<file path="config.mk">
export PLATFORM = sky130hd
export DESIGN_NAME = fd_bit_timer
export DESIGN_NICKNAME = d
export VERILOG_FILES = /design/src/rtl/fdbt_pkg.sv /design/src/rtl/fdbt_cfg_reg.sv /design/src/rtl/fdbt_prescaler.sv /design/src/rtl/fdbt_seg_ctrl.sv /design/src/rtl/fd_bit_timer.sv
export SDC_FILE = /design/constraint.sdc
export NUM_CORES = 1
export LEC_CHECK = 0
export BUFFER_PORTS_ARGS = -buffer_cell sky130_fd_sc_hd__clkbuf_2
export CAP_MARGIN = 20
export CORE_AREA = 3 3 97 81
export DETAILED_ROUTE_END_ITERATION = 16
export DIE_AREA = 0 0 100 84
export GPL_ROUTABILITY_DRIVEN = 1
export GPL_TIMING_DRIVEN = 0
export PLACE_DENSITY = 0.73
export SYNTH_ARGS = -nofsm -noshare
export SYNTH_HDL_FRONTEND = slang
export SYNTH_SLANG_ARGS = --single-unit
</file>
<file path="constraint.sdc">
create_clock -name clk_i -period 6.7 [get_ports clk_i]
set_input_delay 1.005 -clock clk_i [delete_from_list [all_inputs] [get_ports clk_i]]
set_output_delay 1.005 -clock clk_i [all_outputs]
set_load 0.01 [all_outputs]
</file>
<file path="src/rtl/fdbt_pkg.sv">
`timescale 1ns/1ps
package fdbt_pkg;
  localparam int CFG_W   = 32;
  localparam int BRP_W   = 5;
  localparam int TS1_W   = 5;
  localparam int TS2_W   = 4;
  localparam int SJW_W   = 4;
  localparam int TDC_POS = 23;
  localparam int BRP_LSB = 16;
  localparam int TS1_LSB = 8;
  localparam int TS2_LSB = 4;
  localparam int SJW_LSB = 0;
  localparam logic [CFG_W-1:0] CFG_RST = 32'h0000_0A33;

  typedef struct packed {
    logic             tdc;
    logic [BRP_W-1:0] brp;
    logic [TS1_W-1:0] ts1;
    logic [TS2_W-1:0] ts2;
    logic [SJW_W-1:0] sjw;
  } cfg_t;

  typedef enum logic [1:0] {SEG_SYNC, SEG_ONE, SEG_TWO} seg_e;

  function automatic cfg_t unpack_cfg(input logic [CFG_W-1:0] w);
    cfg_t c;
    c.tdc = w[TDC_POS];
    c.brp = w[BRP_LSB +: BRP_W];
    c.ts1 = w[TS1_LSB +: TS1_W];
    c.ts2 = w[TS2_LSB +: TS2_W];
    c.sjw = w[SJW_LSB +: SJW_W];
    return c;
  endfunction

  function automatic logic [CFG_W-1:0] pack_cfg(input cfg_t c);
    logic [CFG_W-1:0] w;
    w = '0;
    w[TDC_POS]            = c.tdc;
    w[BRP_LSB +: BRP_W]   = c.brp;
    w[TS1_LSB +: TS1_W]   = c.ts1;
    w[TS2_LSB +: TS2_W]   = c.ts2;
    w[SJW_LSB +: SJW_W]   = c.sjw;
    return w;
  endfunction
endpackage

</file>
<file path="src/rtl/fdbt_cfg_reg.sv">
`timescale 1ns/1ps
module fdbt_cfg_reg
  import fdbt_pkg::*;
#(
  parameter int DW = CFG_W
) (
  input  logic          clk_i,
  input  logic          rst_ni,
  input  logic          we_i,
  input  logic [DW-1:0] wdata_i,
  input  logic          unlock_i,
  input  logic          init_i,
  output cfg_t          cfg_o,
  output logic [DW-1:0] rdata_o
);
  cfg_t cfg_q;
  logic wr_ok;

  // both enables must be up for a write to land
  assign wr_ok = we_i & unlock_i & init_i;

  always_ff @(posedge clk_i or negedge rst_ni) begin
    if (!rst_ni)    cfg_q <= unpack_cfg(CFG_RST);
    else if (wr_ok) cfg_q <= unpack_cfg(wdata_i);
  end

  assign cfg_o   = cfg_q;
  assign rdata_o = pack_cfg(cfg_q);
endmodule

</file>
<file path="src/rtl/fdbt_prescaler.sv">
`timescale 1ns/1ps
module fdbt_prescaler #(
  parameter int W = 5
) (
  input  logic         clk_i,
  input  logic         rst_ni,
  input  logic         restart_i,
  input  logic [W-1:0] div_i,
  output logic         tick_o
);
  logic [W-1:0] cnt_q;

  // >= keeps a shrunken divider from stalling a count already past it
  assign tick_o = (cnt_q >= div_i);

  always_ff @(posedge clk_i or negedge rst_ni) begin
    if (!rst_ni)        cnt_q <= '0;
    else if (restart_i) cnt_q <= '0;
    else if (tick_o)    cnt_q <= '0;
    else                cnt_q <= cnt_q + 1'b1;
  end
endmodule

</file>
<file path="src/rtl/fdbt_seg_ctrl.sv">
`timescale 1ns/1ps
module fdbt_seg_ctrl
  import fdbt_pkg::*;
#(
  parameter int S1_W = TS1_W,
  parameter int S2_W = TS2_W,
  parameter int JW_W = SJW_W
) (
  input  logic            clk_i,
  input  logic            rst_ni,
  input  logic            tick_i,
  input  logic            hsync_i,
  input  logic            redge_i,
  input  logic [S1_W-1:0] ts1_i,
  input  logic [S2_W-1:0] ts2_i,
  input  logic [JW_W-1:0] sjw_i,
  output logic            sample_o,
  output logic            bit_end_o
);
  localparam int MW    = (S1_W > S2_W) ? ((S1_W > JW_W) ? S1_W : JW_W)
                                       : ((S2_W > JW_W) ? S2_W : JW_W);
  localparam int CNT_W = MW + 1;

  seg_e             seg_q;
  logic [CNT_W-1:0] qc_q, ext_q, shr_q;
  logic             rs_done_q;

  logic [CNT_W-1:0] ts1_e, ts2_e, jw_e;
  logic [CNT_W-1:0] err1, err2, ext_c, shr_c, ext_n, shr_n;
  logic [CNT_W-1:0] s1_last, s2_last;
  logic             in_s1, in_s2, rs_ok, s1_done, s2_done;

  assign ts1_e = CNT_W'(ts1_i);
  assign ts2_e = CNT_W'(ts2_i);
  assign jw_e  = CNT_W'(sjw_i) + 1'b1;

  assign in_s1 = (seg_q == SEG_ONE);
  assign in_s2 = (seg_q == SEG_TWO);
  assign rs_ok = redge_i & ~rs_done_q & (in_s1 | in_s2);

  // late edge: error counts quanta since sync; early edge: quanta left after this one
  assign err1  = qc_q + 1'b1;
  assign err2  = (qc_q >= ts2_e) ? '0 : (ts2_e - qc_q);
  assign ext_c = (err1 < jw_e) ? err1 : jw_e;
  assign shr_c = (err2 < jw_e) ? err2 : jw_e;
  assign ext_n = (rs_ok && in_s1) ? ext_c : ext_q;
  assign shr_n = (rs_ok && in_s2) ? shr_c : shr_q;

  assign s1_last = ts1_e + ext_n;
  assign s2_last = (shr_n > ts2_e) ? '0 : (ts2_e - shr_n);
  assign s1_done = tick_i & in_s1 & (qc_q >= s1_last);
  assign s2_done = tick_i & in_s2 & (qc_q >= s2_last);

  assign sample_o  = s1_done & ~hsync_i;
  assign bit_end_o = s2_done & ~hsync_i;

  always_ff @(posedge clk_i or negedge rst_ni) begin
    if (!rst_ni) begin
      seg_q     <= SEG_SYNC;
      qc_q      <= '0;
      ext_q     <= '0;
      shr_q     <= '0;
      rs_done_q <= 1'b0;
    end else if (hsync_i) begin
      seg_q     <= SEG_SYNC;
      qc_q      <= '0;
      ext_q     <= '0;
      shr_q     <= '0;
      rs_done_q <= 1'b0;
    end else begin
      ext_q <= ext_n;
      shr_q <= shr_n;
      if (rs_ok) rs_done_q <= 1'b1;
      if (tick_i) begin
        unique case (seg_q)
          SEG_SYNC: begin
            seg_q <= SEG_ONE;
            qc_q  <= '0;
          end
          SEG_ONE: begin
            if (s1_done) begin
              seg_q     <= SEG_TWO;
              qc_q      <= '0;
              ext_q     <= '0;
              rs_done_q <= 1'b0;
            end else begin
              qc_q <= qc_q + 1'b1;
            end
          end
          SEG_TWO: begin
            if (s2_done) begin
              seg_q <= SEG_SYNC;
              qc_q  <= '0;
              shr_q <= '0;
            end else begin
              qc_q <= qc_q + 1'b1;
            end
          end
          default: begin
            seg_q <= SEG_SYNC;
            qc_q  <= '0;
          end
        endcase
      end
    end
  end
endmodule

</file>
<file path="src/rtl/fd_bit_timer.sv">
`timescale 1ns/1ps
module fd_bit_timer
  import fdbt_pkg::*;
(
  input  logic             clk_i,
  input  logic             rst_ni,
  input  logic             cfg_we_i,
  input  logic [CFG_W-1:0] cfg_wdata_i,
  input  logic             cfg_unlock_i,
  input  logic             init_i,
  input  logic             bus_idle_i,
  input  logic             rx_i,
  output logic [CFG_W-1:0] cfg_rdata_o,
  output logic             tdc_en_o,
  output logic             sample_o,
  output logic             bit_end_o
);
  cfg_t cfg;
  logic rx_q, fall, hsync, redge, tick;

  always_ff @(posedge clk_i or negedge rst_ni) begin
    if (!rst_ni) rx_q <= 1'b1;
    else         rx_q <= rx_i;
  end

  assign fall  = rx_q & ~rx_i;
  assign hsync = fall & bus_idle_i;
  assign redge = fall & ~bus_idle_i;

  fdbt_cfg_reg #(.DW(CFG_W)) u_cfg (
    .clk_i    (clk_i),
    .rst_ni   (rst_ni),
    .we_i     (cfg_we_i),
    .wdata_i  (cfg_wdata_i),
    .unlock_i (cfg_unlock_i),
    .init_i   (init_i),
    .cfg_o    (cfg),
    .rdata_o  (cfg_rdata_o)
  );

  fdbt_prescaler #(.W(BRP_W)) u_psc (
    .clk_i     (clk_i),
    .rst_ni    (rst_ni),
    .restart_i (hsync),
    .div_i     (cfg.brp),
    .tick_o    (tick)
  );

  fdbt_seg_ctrl #(.S1_W(TS1_W), .S2_W(TS2_W), .JW_W(SJW_W)) u_seg (
    .clk_i     (clk_i),
    .rst_ni    (rst_ni),
    .tick_i    (tick),
    .hsync_i   (hsync),
    .redge_i   (redge),
    .ts1_i     (cfg.ts1),
    .ts2_i     (cfg.ts2),
    .sjw_i     (cfg.sjw),
    .sample_o  (sample_o),
    .bit_end_o (bit_end_o)
  );

  assign tdc_en_o = cfg.tdc;
endmodule

</file>
Yosys cells after proc, flatten, opt, wreduce, memory -nomap -nowiden
Index checks and enable logic that the tools add are counted.
{"block": "totals", "reg_bits": 46, "out_inout_bits": 35}
{"block": "classes", "n_mux": 31, "order_cmp": 7, "bitwise_logic": 18, "n_reduce_logical": 5, "n_eq_ne": 4, "add_sub_neg": 6}
{"op": "$mux W6", "n": 18}
{"op": "$and A1 B1 Y1", "n": 13}
{"op": "$ge A6 B6 Y1", "n": 2}
{"op": "$lt A6 B6 Y1", "n": 2}
{"op": "$pmux W6 S2", "n": 1}
{"op": "$sub A4 B6 Y6", "n": 2}
{"op": "$mux W5", "n": 2}
{"op": "$mux W2", "n": 4}
{"op": "$add A5 B6 Y6", "n": 1}
{"op": "$add A6 B1 Y6 const B", "n": 1}
{"op": "$ge A6 B4 Y1", "n": 1}
{"op": "$gt A6 B4 Y1", "n": 1}
{"op": "$ne A3 B2 Y1 const B", "n": 2}
{"op": "$pmux W2 S3", "n": 1}
{"op": "$add A4 B1 Y5 const B", "n": 1}
{"op": "$add A5 B1 Y5 const B", "n": 1}
{"op": "$ge A5 B5 Y1", "n": 1}
{"op": "$mux W1", "n": 5}
{"op": "$not A1 Y1", "n": 4}
{"op": "$reduce_and A3 Y1", "n": 1}
{"op": "$eq A2 B1 Y1 const B", "n": 1}
{"op": "$eq A2 B2 Y1 const B", "n": 1}
{"op": "$logic_and A1 B1 Y1", "n": 2}
{"op": "$logic_not A2 Y1", "n": 1}
{"op": "other kinds (2)", "n": 2}

Depth between registers and ports, before layout
Gate-level depths: netlist of run 1.
{"block": "depth", "word_depth": 15, "ltp_mapped": 32}

By module
Synthesis of run 1 repeated with hierarchy kept, for this count alone.
{"block": "hier_totals", "cells_unflattened": 377, "area_unflattened_um2": 3724.8}
{"module": "fdbt_seg_ctrl", "instances": 1, "area_each_um2": 2306.0, "seq_area_each_um2": 525.5, "cells_each": 267}
{"module": "fdbt_cfg_reg", "instances": 1, "area_each_um2": 1007.2, "seq_area_each_um2": 483.0, "cells_each": 73}
{"module": "fdbt_prescaler", "instances": 1, "area_each_um2": 364.1, "seq_area_each_um2": 125.1, "cells_each": 34}
{"module": "fd_bit_timer", "instances": 1, "area_each_um2": 47.5, "seq_area_each_um2": 26.3, "cells_each": 3}

Least setup slack after synthesis of run 1
OpenSTA, ideal clock, no wires.
{"block": "synth_timing", "kind": "register -> output", "startpoint": "register u_cfg.cfg_q, in the netlist u_cfg.cfg_o[4]", "endpoint": "output port bit_end_o", "slack_ps": 272, "stages_incl_launch_ff": 29, "arrival_time_ps": 5423, "cell_sequence": "dfstp_2 inv_1 ha_1 inv_1 fa_1 a211oi_2 nor4_4 nand2_2 or3_2 inv_1 ha_1 a21o_1 a21oi_1 o311a_1 buf_6 mux2_4 a21oi_1 ha_1 fa_1 inv_1 a21o_1 a21oi_1 a21oi_1 o311ai_2 or2_2 ha_1 a31oi_1 o21a_1 nor3_1"}
{"block": "synth_via", "elab_chain_cells": 10, "elab_cells_between_ends": 12, "cone_classes": "add/sub (2); order compare (4); mux (4); bitwise (2)"}
{"element": "start: declaration", "line_no": "fdbt_cfg_reg.sv:16", "text": "cfg_t cfg_q;"}
{"element": "start signal: assignment", "line_no": "fdbt_cfg_reg.sv:23", "text": "if (!rst_ni) cfg_q <= unpack_cfg(CFG_RST);"}
{"element": "start signal: assignment", "line_no": "fdbt_cfg_reg.sv:24", "text": "else if (wr_ok) cfg_q <= unpack_cfg(wdata_i);"}
{"element": "$sub A4 B6 Y6 or $ge A6 B4 Y1 (tied branches)", "line_no": "fdbt_seg_ctrl.sv:43", "text": "assign err2 = (qc_q >= ts2_e) ? '0 : (ts2_e - qc_q);"}
{"element": "$mux W6", "line_no": "fdbt_seg_ctrl.sv:43"}
{"element": "$lt A6 B6 Y1", "line_no": "fdbt_seg_ctrl.sv:45", "text": "assign shr_c = (err2 < jw_e) ? err2 : jw_e;"}
{"element": "$mux W6", "line_no": "fdbt_seg_ctrl.sv:45"}
{"element": "$mux W6", "line_no": "fdbt_seg_ctrl.sv:47", "text": "assign shr_n = (rs_ok && in_s2) ? shr_c : shr_q;"}
{"element": "$sub A4 B6 Y6 or $gt A6 B4 Y1 (tied branches)", "line_no": "fdbt_seg_ctrl.sv:50", "text": "assign s2_last = (shr_n > ts2_e) ? '0 : (ts2_e - shr_n);"}
{"element": "$mux W6 *", "line_no": "fdbt_seg_ctrl.sv:50"}
{"element": "$ge A6 B6 Y1 *", "line_no": "fdbt_seg_ctrl.sv:52", "text": "assign s2_done = tick_i & in_s2 & (qc_q >= s2_last);"}
{"element": "$and A1 B1 Y1 *", "line_no": "fdbt_seg_ctrl.sv:52"}
{"element": "$and A1 B1 Y1 *", "line_no": "fdbt_seg_ctrl.sv:55", "text": "assign bit_end_o = s2_done & ~hsync_i;"}
{"element": "end: declaration", "line_no": "fd_bit_timer.sv:16", "text": "output logic bit_end_o"}
Mark *: on every way between the ends. The rest lies on a longest branch, timed or not.

Worst setup path after layout of run 1
Ends and elaborated chain as after synthesis.

==> results.py, run 1 <==
metrics = {
    "clock_network": {
        "cts_tree": "done",
        "clk_pin_slew_ns": 0.09,
        "cts-root-buf": "clkbuf_8",
        "h-tree-depth": 2,
        "clk_latency_ns": 0.30,
        "clock_sinks": 46,
        "numCtsBuffers": 5,
        "cts.path.max_buffers": 2,
    },
    "layout": {
        "utilization_pct": 62.1,
        "num-fill-cells": 582,
        "syn_to_final_growth_pct": 23.9,
        "antenna_cells": 0,
        "layout.cells.non_filler": 528,
        "nets": 526,
        "layout-drive-gt1-share_pct": 34.2,
    },
    "power": {
        "clkPwrFrac_pct": 17.7,
        "seq_power_share_pct": 30.7,
        "p_int_mw": 0.762,
        "switching_share_pct": 38.5,
        "power.switching_mw": 0.478,
        "total_power_mw": 1.24,
        "power.density_nw_per_um2": 291,
        "combPwrFrac_pct": 51.6,
        "ir_drop_mv": 0.141,
        "p_leak_nw": 2.09,
    },
    "sta": {
        "worst_pin_slew_ns": 1.02,
        "fmax_mhz": 152,
        "slew_viol_final": 0,
        "fin_crit_ns": 6.58,
        "relSlewSlack_pct": 31.4,
        "post-route-period-util_pct": 98.3,
        "rsz0062_at_grt": "true",
        "fin_hold_ws_ns": 0.516,
        "hold_viol": 0,
        "setup_viol": 0,
        "fin_worst_skew_ns": 0.00783,
    },
    "route": {
        "vias": 2773,
        "final_antenna_net_count": 0,
        "dr.pass1.iters": 6,
        "drc": 0,
        "avgViaCountPerCell": 5.25,
        "routed_wl_mm": 7.83,
        "drt_iter0_markers": 117,
        "wire_per_inst_um": 14.8,
    },
    "global_route": {
        "grt_max_degree": 33,
        "antenna_found_initial": 0,
        "grt_usage_pct": 18.3,
        "first_global_vias": 2640,
        "overflow": 0,
        "grt_pass1_wl_mm": 12.4,
    },
    "placed_design": {
        "dp_hpwl_mm": 5.84,
        "dp.cells": 505,
        "io_buffers": 47,
        "place_congestion": 0.840,
    },
    "synthesis": {
        "synth_ff_type": "dfrtp_1",
        "synth_most_common_cell": "ha_1",
        "ys_ff_latch": 46,
        "synth_area_leaders": "dfrtp_1 28%, ha_1 16%, mux2_2 6.9%",
        "yosys-top-cells-count": "44 x ha_1, 39 x dfrtp_1, 32 x nor2_1, 29 x inv_1, 24 x nand2_1",
        "synth_cells": 357,
        "synth_top_cell_area_share_pct": 28.4,
        "synth.largest_area_cell": "dfrtp_1",
        "netlist_area_um2": 3440,
        "syn_area_per_cell_um2": 9.63,
        "synth_edf_count": 0,
        "async_flop_share_pct": 100,
        "ys_seq_area_share_pct": 33.7,
        "yosysWarnings": 0,
        "ys_types": 51,
    },
    "floorplanning": {
        "core_um2": 6860,
        "chipWidth_um": 100,
        "start_util_pct": 50.1,
        "io_pins": 74,
        "die_h_um": 84,
        "die-area_um2": 8400,
        "rows": 27,
    },
    "critical_path": {
        "cp_slowest_cell": "dfstp_2",
        "path_class": "reg -> out",
        "critPathTopFamily": "compound AO/OA/AOI/OAI gates",
        "cp-start-kind": "register",
        "path_buf_inv": 6,
        "path_max_fanout": 3,
        "critPathCaptureType": "primary output",
        "required_ns": 5.69,
        "cp.arrival_ns": 5.58,
        "crit_path_max_incr_delay_ns": 0.57,
    },
    "worst_hold_path": {
        "hold_class": "reg -> reg",
    },
    "job": {
        "cap_violations": 0,
    },
    "outcome": {
        "status": "completed",
    },
}
## area by class of cell
| type | instances | area, um2 | area share, % |
|---|---|---|---|
| multi-input cells | 277 | 2260 | 53.1 |
| flip-flops and latches | 46 | 1160 | 27.3 |
| repair buffers | 63 | 369 | 8.66 |
| plain buffers | 18 | 129 | 3.02 |
| inverters | 29 | 111 | 2.61 |
| well taps | 87 | 109 | 2.55 |
| clock buffers | 7 | 86.3 | 2.03 |
| clock inverters | 1 | 30.0 | 0.705 |
## flip-flops by register name (all words and copies together), names as in the netlist
name and flops:
rx_q 1, u_seg.rs_done_q 1, u_cfg.cfg_o 19, u_psc.cnt_q 5
u_seg.shr_q 6, u_seg.seg_q 2, u_seg.ext_q 6, u_seg.qc_q 6
## cell families (layout without fill, tap and decap cells)
kind of cell | count (synthesis) | count (layout) | share of synthesized area [%]
AO/OA/AOI/OAI | 70 | 70 | 13.6
XOR/XNOR | 16 | 16 | 4.08
adder cells (fa/ha/maj) | 47 | 47 | 17.8
buffers and inverters | 47 | 118 | 6.91
flip-flops | 46 | 46 | 33.7
multiplexers | 30 | 30 | 9.64
other | 2 | 15 | 0.218
AND/OR/NAND/NOR | 99 | 99 | 14.0
## worst paths after layout
path,start,end,slack (ns),cells after the start
worst min-delay path,u_psc.cnt_q[0]$_DFF_PN0_,u_psc.cnt_q[0]$_DFF_PN0_,0.52,1
worst max-delay path,u_cfg.cfg_o[4]$_DFFE_PN1P_,bit_end_o,0.12,31
worst min register to register,u_psc.cnt_q[0]$_DFF_PN0_,u_psc.cnt_q[0]$_DFF_PN0_,0.52,1
min in group asynchronous,rst_ni,u_seg.shr_q[3]$_DFF_PN0_,0.61,1
worst max register to register,u_cfg.cfg_o[4]$_DFFE_PN1P_,u_seg.shr_q[3]$_DFF_PN0_,0.63,32
max in group asynchronous,rst_ni,u_cfg.cfg_o[9]$_DFFE_PN1P_,5.50,2
## worst reg2reg max path: cells and delay by family (launching register included)
family	cells	cell delay, ns
adders and majority gates	6	1.23
AOI/OAI and AO/OA	13	2.43
muxes	1	0.32
and+or+nand+nor	7	1.11
DFF	1	0.57
buffers and inverters	5	0.33
## per-layer routing
layer	track usage (%)	share of wire, %
met4	4.77	1.6
met2	30.3	49
met3	3.09	3.4
met1	24.8	46
met5	0	0
## through the flow
stage | TNS [ns] | area (um2) | setup WS [ns]
floorplan | 0 | 3490 | 0.272
global placement | -0.175 | 3830 | -0.175
detailed placement | -0.229 | 3850 | -0.229
CTS | 0 | 4110 | 0.00930
global route | -0.0795 | 4260 | -0.0795
finish | 0 | 4260 | 0.117
## power by group through the flow
stage	Combinational, mW	Clock [mW]	Sequential (mW)
after floorplan	0.383	0	0.384
after global placement	0.500	0	0.381
after detailed placement	0.519	0	0.385
after CTS	0.573	0.226	0.380
after global routing	0.706	0.235	0.389
final	0.639	0.220	0.380
## layout by cell type (no fill, tap or decap), drive strengths merged, types with 3 or more instances in the layout
| master | instances |
|---|---|
| o21a | 5 |
| nand2b | 4 |
| buf | 33 |
| xor2 | 10 |
| conb | 15 |
| mux2 | 22 |
| a211oi | 7 |
| nor2b | 3 |
| o31ai | 3 |
| inv | 29 |
| nor2 | 32 |
| ha | 44 |
| nor3 | 7 |
| a21oi | 21 |
| dfstp | 7 |
| o21ai | 12 |
| a21o | 8 |
| nand3 | 14 |
| nand2 | 25 |
| xnor2 | 6 |
| dfrtp | 39 |
| fa | 3 |
| mux2i | 8 |
| clkbuf | 55 |
## repair_timing
item / in CTS / in global routing
gates resized for setup: 14 / 26
buffers inserted: 11 / 4
pin swaps: 12 / 27
hold buffers: 0 / 0
setup endpoints to repair: 1 / 2
(Power assumes the default switching activity.)
==> inputs of run 2 (changes only) <==
--- a/config.mk
+++ b/config.mk
@@ -13,6 +13,7 @@
 export GPL_ROUTABILITY_DRIVEN = 1
 export GPL_TIMING_DRIVEN = 0
 export PLACE_DENSITY = 0.73
+export SETUP_SLACK_MARGIN = 0.4
 export SYNTH_ARGS = -nofsm -noshare
 export SYNTH_HDL_FRONTEND = slang
 export SYNTH_SLANG_ARGS = --single-unit
==> results.py, run 2 (same netlist as run 1, synthesis figures left out) <==
metrics = {
    "critical_path": {
        "cp.arrival_ns": 5.53,
        "r2r-start": "u_cfg.cfg_o[4]$_DFFE_PN1P_",
        "crit_path_max_incr_delay_ns": 0.55,
        "cp-startpoint": "u_cfg.cfg_o[4]$_DFFE_PN1P_",
        "path_max_fanout": 4,
        "cp_slowest_cell": "dfstp_2",
        "required_ns": 5.69,
        "path_class": "reg -> out",
        "critPathCaptureType": "primary output",
        "cp-start-kind": "register",
    },
    "floorplanning": {
        "start_util_pct": 50.1,
        "chipWidth_um": 100,
        "core_um2": 6860,
        "io_pins": 74,
        "die-area_um2": 8400,
        "rows": 27,
        "die_h_um": 84,
    },
    "route": {
        "drc": 0,
        "final_antenna_net_count": 0,
        "dr.pass1.iters": 4,
        "routed_wl_mm": 8.13,
        "vias": 2824,
        "avgViaCountPerCell": 5.33,
        "drt_iter0_markers": 146,
        "wire_per_inst_um": 15.3,
    },
    "layout": {
        "num-fill-cells": 583,
        "layout-drive-gt1-share_pct": 36.1,
        "nets": 528,
        "antenna_cells": 0,
        "final_cell_mix": "46 x clkbuf_2, 37 x ha_1, 36 x dfrtp_1, 30 x nor2_1, 30 x buf_4",
        "largest_register_ffs": 19,
        "seq_area_um2": 1160,
        "final_common_cell": "clkbuf_2",
        "syn_to_final_growth_pct": 25.3,
        "multi_input_area_um2": 2310,
    },
    "clock_network": {
        "cts.path.max_buffers": 2,
        "cts_tree": "done",
        "numCtsBuffers": 5,
        "clk_latency_ns": 0.31,
        "cts-root-buf": "clkbuf_8",
        "clock_sinks": 46,
        "clk_pin_slew_ns": 0.09,
        "hold_buffers": 0,
        "h-tree-depth": 2,
    },
    "sta": {
        "timing.final.ws_setup_ns": 0.167,
        "hold_viol": 0,
        "relSlewSlack_pct": 27.3,
        "fin_crit_ns": 6.53,
        "post-route-period-util_pct": 97.5,
        "fmax_mhz": 153,
        "fin_worst_skew_ns": 0.00688,
        "rsz0062_at_grt": "true",
        "worst_pin_slew_ns": 1.08,
        "slew_viol_final": 0,
        "setup_viol": 0,
    },
    "outcome": {
        "status": "completed",
    },
    "placed_design": {
        "place_ws_ns": -0.106,
        "dp_hpwl_mm": 5.89,
        "place_congestion": 0.841,
        "io_buffers": 47,
    },
    "global_route": {
        "grt_usage_pct": 18.6,
        "first_global_vias": 2676,
        "overflow": 0,
        "grt_pass1_wl_mm": 12.7,
        "grt_max_degree": 34,
        "antenna_found_initial": 0,
    },
    "power": {
        "ir_drop_mv": 0.148,
        "power.density_nw_per_um2": 290,
        "total_power_mw": 1.25,
        "p_leak_nw": 2.12,
    },
    "worst_hold_path": {
        "min-delay-start": "u_psc.cnt_q[0]$_DFF_PN0_",
        "hold_class": "reg -> reg",
    },
    "job": {
        "cap_violations": 0,
    },
}
## run 2: changes by cell type in the layout (fill, tap and decap cells not counted), moves of 2 or more
cell	change
ha_1	-2
nand3_2	+2
xor2_1	-2
buf_4	+3
xor2_2	+2
clkinv_2	+2
## run 2: critical path: cells and delay by family, from the launching register on
kind                       cells  cell delay [ns]
AOI/OAI and AO/OA             11             1.73
adders and majority gates      5             1.09
buffers and inverters          7             0.80
DFF                            1             0.55
muxes                          1             0.12
and+or+nand+nor                7             0.92
## run 2: layout make-up
type / instances / share of cell area, %
clock inverters: 3 / 0.929
plain buffers: 18 / 2.99
repair buffers: 65 / 8.89
inverters: 29 / 2.53
flip-flops and latches: 46 / 27.0
clock buffers: 5 / 1.60
multi-input cells: 277 / 53.5
well taps: 87 / 2.53
## run 2: through the flow
step	instance area [um2]	setup TNS, ns	utilization, %	cells	hold slack [ns]
4_1_cts	4190	0	61.1	525	0.509
3_3_place_gp	3840	-0.0388	56.0	504	0.485
6_report	4310	0	62.8	530	0.502
2_1_floorplan	3500	0	-	370	0.454
5_1_grt	4310	-0.0854	62.8	530	0.549
3_5_place_dp	3860	-0.106	56.3	505	0.491
## run 2: report_power, final
group          total, mW  switching, mW  internal [mW]
combinational      0.657          0.344          0.313
clock              0.213          0.103          0.110
sequential         0.379         0.0455          0.333
## run 2: routing by layer
metal	vias up	GRT usage (%)	part of all wire [%]
met5	-	0	0
met4	0	2.57	1.1
met3	10	2.84	3.8
met2	60	31.7	49
met1	1363	25.7	46
li1	1391	-	-
## run 2: path summary, 6_finish.rpt
check | cells after the start | endpoint | slack, ns
max | 31 | bit_end_o | 0.17
min | 1 | u_psc.cnt_q[0]$_DFF_PN0_ | 0.50
max reg2reg | 33 | u_seg.shr_q[3]$_DFF_PN0_ | 0.64
min reg2reg | 1 | u_psc.cnt_q[0]$_DFF_PN0_ | 0.50
max in group asynchronous | 2 | rx_q$_DFF_PN1_ | 5.52
min in group asynchronous | 1 | u_seg.shr_q[1]$_DFF_PN0_ | 0.60
## run 2: what timing repair did
action | in CTS | in global routing
buffers inserted | 12 | 4
endpoints found under the setup margin | 11 | 3
resized for setup | 28 | 15
pin swaps | 25 | 13
cloned | 0 | 0
